<file path="config.mk">
export PLATFORM = sky130hd
export DESIGN_NAME = lane_bcast
export DESIGN_NICKNAME = d
export VERILOG_FILES = /design/src/rtl/lane_bcast_pkg.sv /design/src/rtl/lane_bcast_size_dec.sv /design/src/rtl/lane_bcast_word_pick.sv /design/src/rtl/lane_bcast_replicate.sv /design/src/rtl/lane_bcast_out_stage.sv /design/src/rtl/lane_bcast.sv
export SDC_FILE = /design/constraint.sdc
export NUM_CORES = 1
export LEC_CHECK = 0
export ABC_AREA = 1
export BUFFER_PORTS_ARGS = -buffer_cell sky130_fd_sc_hd__buf_2
export CORE_ASPECT_RATIO = 1.5
export CORE_MARGIN = 10
export CORE_UTILIZATION = 43
export DETAILED_ROUTE_END_ITERATION = 10
export PLACE_DENSITY = 0.87
export SLEW_MARGIN = 20
export SYNTH_ARGS = -nofsm -noshare
export SYNTH_HDL_FRONTEND = slang
export SYNTH_SLANG_ARGS = --single-unit
export TNS_END_PERCENT = 100
</file>
<file path="constraint.sdc">
create_clock -name clk -period 3 [get_ports clk]
set_input_delay 0.6 -clock clk [delete_from_list [all_inputs] [get_ports clk]]
set_output_delay 0.6 -clock clk [all_outputs]
set_load 0.03 [all_outputs]
</file>
<file path="src/rtl/lane_bcast_pkg.sv">
package lane_bcast_pkg;
  typedef enum logic [1:0] {
    ESZ_8  = 2'd0,
    ESZ_16 = 2'd1,
    ESZ_32 = 2'd2
  } elem_size_e;
endpackage

</file>
<file path="src/rtl/lane_bcast_size_dec.sv">
module lane_bcast_size_dec
  import lane_bcast_pkg::*;
(
  input  logic       mode_vec,
  input  logic       sel_h16,
  input  logic       sel_b8,
  output elem_size_e elem_size
);
  // Vector mode always yields word lanes; sel_h16 outranks sel_b8.
  always_comb begin
    if (mode_vec)      elem_size = ESZ_32;
    else if (sel_h16)  elem_size = ESZ_16;
    else if (sel_b8)   elem_size = ESZ_8;
    else               elem_size = ESZ_32;
  end
endmodule

</file>
<file path="src/rtl/lane_bcast_word_pick.sv">
module lane_bcast_word_pick #(
  parameter int WORD_W = 32,
  localparam int SRC_W = 2 * WORD_W
) (
  input  logic              mode_vec,
  input  logic [WORD_W-1:0] scalar_in,
  input  logic [SRC_W-1:0]  vsrc_in,
  input  logic              word_idx,
  output logic [WORD_W-1:0] word_out
);
  logic [WORD_W-1:0] half_sel;

  always_comb begin
    half_sel = word_idx ? vsrc_in[SRC_W-1:WORD_W] : vsrc_in[WORD_W-1:0];
    word_out = mode_vec ? half_sel : scalar_in;
  end
endmodule

</file>
<file path="src/rtl/lane_bcast_replicate.sv">
module lane_bcast_replicate
  import lane_bcast_pkg::*;
#(
  parameter int VEC_W  = 128,
  parameter int WORD_W = 32
) (
  input  logic [WORD_W-1:0] word_in,
  input  elem_size_e        elem_size,
  output logic [VEC_W-1:0]  vec_out
);
  localparam int N8  = VEC_W / 8;
  localparam int N16 = VEC_W / 16;
  localparam int N32 = VEC_W / WORD_W;

  logic [VEC_W-1:0] rep8, rep16, rep32;

  for (genvar g = 0; g < N8; g++) begin : g_b8
    assign rep8[g*8 +: 8] = word_in[7:0];
  end
  for (genvar g = 0; g < N16; g++) begin : g_h16
    assign rep16[g*16 +: 16] = word_in[15:0];
  end
  for (genvar g = 0; g < N32; g++) begin : g_w32
    assign rep32[g*WORD_W +: WORD_W] = word_in;
  end

  always_comb begin
    case (elem_size)
      ESZ_8:   vec_out = rep8;
      ESZ_16:  vec_out = rep16;
      default: vec_out = rep32;
    endcase
  end
endmodule

</file>
<file path="src/rtl/lane_bcast_out_stage.sv">
module lane_bcast_out_stage #(
  parameter int DATA_W = 128
) (
  input  logic              clk,
  input  logic              rst,
  input  logic              in_valid,
  output logic              in_ready,
  input  logic [DATA_W-1:0] in_data,
  output logic              out_valid,
  input  logic              out_ready,
  output logic [DATA_W-1:0] out_data
);
  logic take;

  assign in_ready = !out_valid || out_ready;
  assign take     = in_valid && in_ready;

  always_ff @(posedge clk) begin
    if (rst) begin
      out_valid <= 1'b0;
      out_data  <= '0;
    end else begin
      if (take) begin
        out_valid <= 1'b1;
        out_data  <= in_data;
      end else if (out_ready) begin
        out_valid <= 1'b0;
      end
    end
  end
endmodule

</file>
<file path="src/rtl/lane_bcast.sv">
module lane_bcast
  import lane_bcast_pkg::*;
#(
  parameter int VEC_W  = 128,
  parameter int WORD_W = 32,
  localparam int SRC_W = 2 * WORD_W
) (
  input  logic              clk,
  input  logic              rst,
  input  logic              in_valid,
  output logic              in_ready,
  input  logic              mode_vec,
  input  logic              sel_h16,
  input  logic              sel_b8,
  input  logic [WORD_W-1:0] scalar_in,
  input  logic [SRC_W-1:0]  vsrc_in,
  input  logic              word_idx,
  output logic              out_valid,
  input  logic              out_ready,
  output logic [VEC_W-1:0]  out_data
);
  elem_size_e        elem_size;
  logic [WORD_W-1:0] word;
  logic [VEC_W-1:0]  bcast;

  lane_bcast_size_dec u_dec (
    .mode_vec (mode_vec),
    .sel_h16  (sel_h16),
    .sel_b8   (sel_b8),
    .elem_size(elem_size)
  );

  lane_bcast_word_pick #(.WORD_W(WORD_W)) u_pick (
    .mode_vec (mode_vec),
    .scalar_in(scalar_in),
    .vsrc_in  (vsrc_in),
    .word_idx (word_idx),
    .word_out (word)
  );

  lane_bcast_replicate #(.VEC_W(VEC_W), .WORD_W(WORD_W)) u_rep (
    .word_in  (word),
    .elem_size(elem_size),
    .vec_out  (bcast)
  );

  lane_bcast_out_stage #(.DATA_W(VEC_W)) u_out (
    .clk      (clk),
    .rst      (rst),
    .in_valid (in_valid),
    .in_ready (in_ready),
    .in_data  (bcast),
    .out_valid(out_valid),
    .out_ready(out_ready),
    .out_data (out_data)
  );
endmodule

</file>
==> results.cfg, run 1 <==
[sta]
rsz0062_at_grt = no
period_minus_slack_ps = 1759
skew_ps = 2.907
setup_ws_ps = 1241
finalSetupViolations = 0
worst_pin_slew_ps = 814.7
final_max_slew_viol_count = 0
hold_viol = 0
setup-tns-final_ps = 0
timing.fmax_ghz = 0.5686
max_slew_margin_pct = 45.61
fin_crit_sh_pct = 58.63

[clock_network]
clock_latency_ps = 280
post_cts_buffers = 0
ctsHtreeMaxLevel = 2
cts_tree = yes
clockBufferDepth = 2
cts_hold_buf = 0
cts_buffers = 5
cts.sinks = 33
cts_resized = 0
cts.clk_slew.worst_paths_ps = 70
clockRootBuffer = clkbuf_8

[synth]
syn-num-nets = 567
ys_ff_latch = 33
yosysSeqAreaShare_pct = 22.52
netlist_area_sq_um = 2934
synth.largest_area_cell = buf_4
syn_inst = 463
synth_cell_type_count = 19
yosysWarnings = 0
yosysTopAreaCellShare_pct = 26.10
synthTopCellsByArea = buf_4, dfxtp_1, nand2_1
avgSynthCellArea_sq_um = 6.337

[floorplan]
pin_count = 234
dieArea_sq_um = 10600
core_sq_um = 6576
rows = 36
start_util_pct = 44.62
die_y_um = 121.2
die_w_um = 87.45

[route]
viasPerCell = 5.026
vias = 3322
dr.pass1.iters = 5
avgRoutedWirePerCell_um = 16.72
drc = 0
wl_mm = 11.05
drtIter0Drc = 233
ant_nets = 0

[cells_and_area]
fin_cells = 661
postLayoutCoreUtil_pct = 52.36
final_common_cell = buf_2
final_nets = 687
layout_common_cells = buf_2, nand2_1, nand3_1
area_delta_synth_final_pct = 17.36
drive_above_1_share_pct = 43.84

[worst_setup_path]
crit_path_max_fanout = 38
reg2reg_from = u_out.out_valid
rrSetupSlack_ps = 1350
r2r_cells = 6
critPathKind = in -> reg
start_kind = input pin
worst_setup_path_startpoint = mode_vec
critPathCapture = u_out.out_data[105]
worstSetupEndpointType = flop
crit_required_ps = 3170
reg2reg_to = u_out.out_data[123]
arrival_ps = 1930

[power_and_ir_drop]
p_comb_share_pct = 43.0
ir_drop_mv = 0.3380
p_clk_share_pct = 26.2
p_seq_share_pct = 30.7
sw_frac_of_total_pct = 43.13
internal_power_uw = 955.7
switchingPower_uw = 724.8
power_density_nw_per_um2 = 488.1
leakagePower_nw = 2.087

[placement]
port-buffer-count = 233
place_ws_ps = 954.0
dp.cells = 652
hpwl_mm = 8.921
place_congestion = 0.8389

[global_routing]
grt_start_max_net_pins = 57
grt_pass1_vias = 3380
antenna_found_initial = 1
grt_pass1_wl_mm = 16.75
grt_use_total_pct = 19.15
gr-total-overflow = 0

[worst_hold_path]
hold_path_class = reg -> reg

[run_status]
status = complete, no violations

[job]
maxCapViolCount = 0
[area by class of cell]
cell class                 count  area, sq um
sequential                    33        660.6
clock inverter                 1        30.03
tap                           76        95.09
clock buffer                   7        86.33
timing repair buffer         235         1181
antenna                        1        2.502
multi-input combinational    281         1286
inverter                      27        101.3
fill                         694         3133
[synth_stat cells (all sizes together)]
| cell | number |
|---|---|
| clkinv | 2 |
| nor2 | 31 |
| inv | 25 |
| or2 | 3 |
| buf | 118 |
| nand2 | 102 |
| nand3 | 51 |
| o211ai | 8 |
| a21oi | 46 |
| clkbuf | 4 |
| dfxtp | 33 |
| o21ai | 40 |
[worst max-delay path, cell delays in order]
cell     delay [ps]
buf_2           240
inv_2           540
nand2_4         190
inv_1           140
nor2_1           60
nor2_1          100
nor2_1           50
[state kept, by name, summed over array words and instances, names as in the netlist]
signal / flops
u_out.out_valid: 1
u_out.out_data: 32
[power groups by stage]
| stage | Sequential [mW] | Clock, mW | Combinational (mW) |
|---|---|---|---|
| final | 0.517 | 0.441 | 0.723 |
| after global routing | 0.525 | 0.465 | 0.777 |
| after CTS | 0.518 | 0.453 | 0.731 |
| after detailed placement | 0.527 | 0 | 0.730 |
| after global placement | 0.524 | 0 | 0.724 |
| after floorplan | 0.595 | 0 | 0.551 |
[worst min path at each step]
stage	start	end	slack, ps	depth (start not counted)
floorplan	u_out.out_data[115]	u_out.out_data[115]	620	2
global placement	u_out.out_data[117]	u_out.out_data[117]	480	2
detailed placement	u_out.out_data[118]	u_out.out_data[118]	500	2
CTS	u_out.out_data[117]	u_out.out_data[117]	510	2
global route	u_out.out_data[117]	u_out.out_data[117]	540	2
finish	u_out.out_data[118]	u_out.out_data[118]	510	2
[kinds of logic (layout without fill, tap and decap cells)]
logic type | count (synthesis) | count (layout) | synth area share [%]
AND/OR/NAND/NOR | 187 | 187 | 27.12
buffers and inverters | 149 | 270 | 33.65
AO/OA/AOI/OAI | 94 | 94 | 16.72
flip-flops | 33 | 33 | 22.52
other | 0 | 1 | 0
[per-stage QoR]
| step | hold slack, ps | total power, mW | instance area (sq um) |
|---|---|---|---|
| floorplan | 616.1 | 1.146 | 2934 |
| global placement | 484.3 | 1.249 | 3324 |
| detailed placement | 497.2 | 1.257 | 3324 |
| CTS | 508.4 | 1.702 | 3441 |
| global route | 542.2 | 1.767 | 3443 |
| finish | 508.5 | 1.681 | 3443 |
[per-layer routing]
metal / wire, um / global-route usage (%) / vias up
li1: - / - / 1645
met1: 4234 / 20.91 / 1496
met2: 5558 / 33.35 / 159
met3: 913 / 5.108 / 22
met4: 344 / 8.300 / 0
met5: 0 / 0 / -
No activity file was read; power rests on OpenSTA's default activity.
==> inputs of run 2 (changes only) <==
--- a/config.mk
+++ b/config.mk
@@ -9,9 +9,9 @@
 export BUFFER_PORTS_ARGS = -buffer_cell sky130_fd_sc_hd__buf_2
 export CORE_ASPECT_RATIO = 1.5
 export CORE_MARGIN = 10
-export CORE_UTILIZATION = 43
+export CORE_UTILIZATION = 36
 export DETAILED_ROUTE_END_ITERATION = 10
-export PLACE_DENSITY = 0.87
+export PLACE_DENSITY = 0.78
 export SLEW_MARGIN = 20
 export SYNTH_ARGS = -nofsm -noshare
 export SYNTH_HDL_FRONTEND = slang
==> constraint.sdc (replaced) <==
create_clock -name clk -period 1.6 [get_ports clk]
set_input_delay 0.32 -clock clk [delete_from_list [all_inputs] [get_ports clk]]
set_output_delay 0.32 -clock clk [all_outputs]
set_load 0.03 [all_outputs]
==> results.cfg, run 2 (same netlist as run 1, synthesis figures left out) <==
[sta]
timing.fmax_ghz = 0.8073
setup-tns-final_ps = 0
max_slew_margin_pct = 75.18
period_minus_slack_ps = 1239
skew_ps = 6.230
finalSetupViolations = 0
rsz0062_at_grt = no
hold_ws_ps = 312.0
hold_viol = 0
final_max_slew_viol_count = 0
worst_pin_slew_ps = 371.9
fin_crit_sh_pct = 77.42

[route]
wl_mm = 11.69
ant_nets = 0
avgRoutedWirePerCell_um = 16.74
dr.pass1.iters = 4
vias = 3344
drc = 0
viasPerCell = 4.791
drtIter0Drc = 212

[power_and_ir_drop]
switchingPower_mw = 1.389
p_seq_share_pct = 29.3
sw_frac_of_total_pct = 41.87
leakagePower_nw = 2.165
power_density_nw_per_um2 = 914.2
p_comb_share_pct = 42.2
internal_power_mw = 1.928
p_clk_share_pct = 28.5
ir_drop_mv = 0.4022

[floorplan]
pin_count = 234
start_util_pct = 36.87
rows = 40
core_sq_um = 7958
die_y_um = 130.6
dieArea_sq_um = 12240
die_w_um = 93.71

[cells_and_area]
area_delta_synth_final_pct = 23.67
final_common_cell = buf_2
nFillCells = 838
drive_above_1_share_pct = 44.69
layout_common_cells = buf_2, nand2_1, nand3_1
largest_reg_flops = 32
regMostFlops = u_out.out_data
final_nets = 697
antennaDiodeCount = 0
largestRegisters = u_out.out_data (32), u_out.out_valid (1)

[clock_network]
cts.sinks = 33
clockBufferDepth = 2
clockRootBuffer = clkbuf_16
post_cts_buffers = 0
cts_buffers = 5
cts_hold_buf = 0
cts.clk_slew.worst_paths_ps = 50
clock_latency_ps = 270
cts_resized = 0
cts_tree = yes
ctsHtreeMaxLevel = 2

[placement]
port-buffer-count = 233
hpwl_mm = 9.747
place_congestion = 0.8295

[global_routing]
grt_pass1_wl_mm = 17.37
antenna_found_initial = 0
grt_pass1_vias = 3384
grt_start_max_net_pins = 33
grt_use_total_pct = 17.73
gr-total-overflow = 0

[job]
maxCapViolCount = 0

[worst_setup_path]
critPathSlowestCell = dfxtp_1
crit_required_ps = 1280
cp_slowest_stage_delay_ps = 410
crit_chain = buf_2
worstSetupEndpointType = output port
start_kind = flop
arrival_ps = 920
crit_path_max_fanout = 5
cp_top_family = flip-flops
critPathKind = reg -> out
rrSetupSlack_ps = 410
worst-path-buf-inv = 1

[worst_hold_path]
hold_path_class = in -> reg

[run_status]
status = complete, no violations
run 2: area by class of cell:
class	instances	area (sq um)	area share, %
clock buffer	7	142.6	3.931
inverter	27	101.3	2.793
multi-input combinational	281	1286	35.45
sequential	33	660.6	18.21
tap	105	131.4	3.621
timing repair buffer	245	1306	36.00
run 2: per-layer routing:
metal  global-route usage [%]  share of wire (%)  up-vias
met5                        0                  0        -
met3                    6.682                 10       17
met4                    6.188                2.0        0
li1                         -                  -     1658
met1                    18.44                 36     1518
met2                    31.66                 52      151
run 2: power groups by stage:
stage | clock network [mW] | logic, mW | registers [mW]
floorplan | 0 | 1.03 | 1.12
global placement | 0 | 1.40 | 0.985
detailed placement | 0 | 1.41 | 0.991
CTS | 0.967 | 1.41 | 0.974
global route | 1.01 | 1.51 | 0.988
finish | 0.947 | 1.40 | 0.972
run 2: path summary, 6_finish.rpt:
check                        end                 from  cells past startpoint
max                 out_data[16]  u_out.out_data[112]                      1
min          u_out.out_data[118]                  rst                      2
max reg2reg  u_out.out_data[102]      u_out.out_valid                      6
min reg2reg  u_out.out_data[115]  u_out.out_data[115]                      2
run 2: through the flow:
step / setup slack, ps / power, mW / std cells / area (sq um) / util [%]
global route: 224.5 / 3.510 / 698 / 3628 / 45.60
finish: 361.3 / 3.317 / 698 / 3628 / 45.60
global placement: 288.7 / 2.387 / 691 / 3486 / 43.81
CTS: 347.3 / 3.355 / 698 / 3628 / 45.60
floorplan: 126.7 / 2.149 / 463 / 2934 / -
detailed placement: 274.6 / 2.401 / 691 / 3486 / 43.81
==> inputs of run 3 (changes only) <==
--- a/config.mk
+++ b/config.mk
@@ -9,9 +9,9 @@
 export BUFFER_PORTS_ARGS = -buffer_cell sky130_fd_sc_hd__buf_2
 export CORE_ASPECT_RATIO = 1.5
 export CORE_MARGIN = 10
-export CORE_UTILIZATION = 36
+export CORE_UTILIZATION = 40
 export DETAILED_ROUTE_END_ITERATION = 10
-export PLACE_DENSITY = 0.78
+export PLACE_DENSITY = 0.82
 export SLEW_MARGIN = 20
 export SYNTH_ARGS = -nofsm -noshare
 export SYNTH_HDL_FRONTEND = slang
==> constraint.sdc (replaced) <==
create_clock -name clk -period 1.2 [get_ports clk]
set_input_delay 0.24 -clock clk [delete_from_list [all_inputs] [get_ports clk]]
set_output_delay 0.24 -clock clk [all_outputs]
set_load 0.03 [all_outputs]
==> results.cfg, run 3 (same netlist as run 1, synthesis figures left out) <==
[route]
vias = 3363
avgRoutedWirePerCell_um = 16.11
drc = 0
viasPerCell = 4.791
dr.pass1.iters = 6
drtIter0Drc = 110
wl_mm = 11.31
ant_nets = 0

[sta]
period_minus_slack_ps = 1155
fin_crit_sh_pct = 96.27
max_slew_margin_pct = 75.35
hold_viol = 0
finalSetupViolations = 0
rsz0062_at_grt = yes
worst_pin_slew_ps = 369.4
final_max_slew_viol_count = 0
skew_ps = 6.502
timing.fmax_ghz = 0.8656
setup-tns-final_ps = 0

[power_and_ir_drop]
leakagePower_nw = 2.191
ir_drop_mv = 0.5738
power_density_nw_per_um2 = 1091
total_power_mw = 4.058

[clock_network]
clock_latency_ps = 280
cts.clk_slew.worst_paths_ps = 70
cts_tree = yes
ctsHtreeMaxLevel = 2
cts_hold_buf = 0
cts_buffers = 5
cts.sinks = 33
post_cts_buffers = 0
clockRootBuffer = clkbuf_8
clockBufferDepth = 2

[global_routing]
gr-total-overflow = 0
grt_pass1_wl_mm = 17.45
grt_pass1_vias = 3549
grt_use_total_pct = 18.60
antenna_found_initial = 2
grt_start_max_net_pins = 36

[placement]
placed_area_sq_um = 3560
port-buffer-count = 233
place_congestion = 0.8002
hpwl_mm = 9.369

[cells_and_area]
largestRegisters = u_out.out_data (32), u_out.out_valid (1)
largest_reg_flops = 32
final_area_sq_um = 3720
final_common_cell = buf_2
final_nets = 703
layout_common_cells = buf_2, nand2_1, nand3_1
drive_above_1_share_pct = 47.17
regMostFlops = u_out.out_data
area_delta_synth_final_pct = 26.78

[worst_setup_path]
worstSetupEndpointType = output port
crit_chain = buf_2
arrival_ps = 920
cp_slowest_stage_delay_ps = 400
cp_top_family = flip-flops
worst_setup_path_startpoint = u_out.out_data[105]
worst-path-buf-inv = 1
start_kind = flop
reg2reg_from = u_out.out_valid
critPathKind = reg -> out
crit_required_ps = 960
critPathSlowestCell = dfxtp_1
crit_path_max_fanout = 5

[worst_hold_path]
hold_path_startpoint = rst
hold_path_class = in -> reg

[floorplan]
start_util_pct = 40.87
die_y_um = 124.9
die_w_um = 89.93
pin_count = 234
dieArea_sq_um = 11230
core_sq_um = 7179
rows = 38

[job]
maxCapViolCount = 0

[run_status]
status = complete, no violations
run 3: cell types whose count changed in the layout (fill, tap and decap cells not counted), moves of 3 or more:
cell,change
o21ai_1,+3
dfxtp_1,-11
dfxtp_2,+10
clkbuf_16,-4
buf_2,-13
clkbuf_8,+4
clkbuf_4,+9
o21ai_0,-3
buf_4,+7
run 3: worst paths after layout:
check                         to  slack, ps  cells past startpoint
max reg2reg  u_out.out_data[109]         90                      7
min          u_out.out_data[115]        200                      2
min reg2reg  u_out.out_data[116]        510                      2
max                 out_data[73]         40                      1
run 3: metal layers:
metal | track usage [%] | share of wire, % | vias up
met5 | 0 | 0 | -
met4 | 7.425 | 2.4 | 0
met3 | 5.368 | 6.7 | 17
met2 | 35.29 | 54 | 136
met1 | 18.21 | 37 | 1529
li1 | - | - | 1681
run 3: per-stage QoR:
stage / util [%] / setup slack [ps] / instances / hold WS (ps)
6_report: 51.81 / 44.73 / 702 / 203.8
3_3_place_gp: 49.58 / -64.81 / 691 / 480.5
2_1_floorplan: - / -4.874 / 463 / 299.4
4_1_cts: 50.87 / -28.36 / 699 / 185.4
5_1_grt: 51.81 / -0.9539 / 702 / 204.2
3_5_place_dp: 49.58 / -68.15 / 691 / 493.1
run 3: timing repair:
item                                    in CTS  in global routing
gates cloned                                 0                  1
endpoints found under the setup margin      12                 41
gates resized for setup                      4                 22
pin swaps                                    0                  2
run 3: report_power, final:
part | internal, mW | total (mW) | switching, mW
Sequential | 1.20 | 1.30 | 0.109
Clock | 0.402 | 0.827 | 0.425
Combinational | 0.620 | 1.93 | 1.31
run 3: area by class of cell:
cell class,count,area (sq um)
multi-input combinational,281,1300
fill,721,3460
clock inverter,2,10.01
sequential,33,676.9
antenna,2,5.005
inverter,27,103.9
timing repair buffer,251,1426
tap,100,125.1
clock buffer,6,72.57
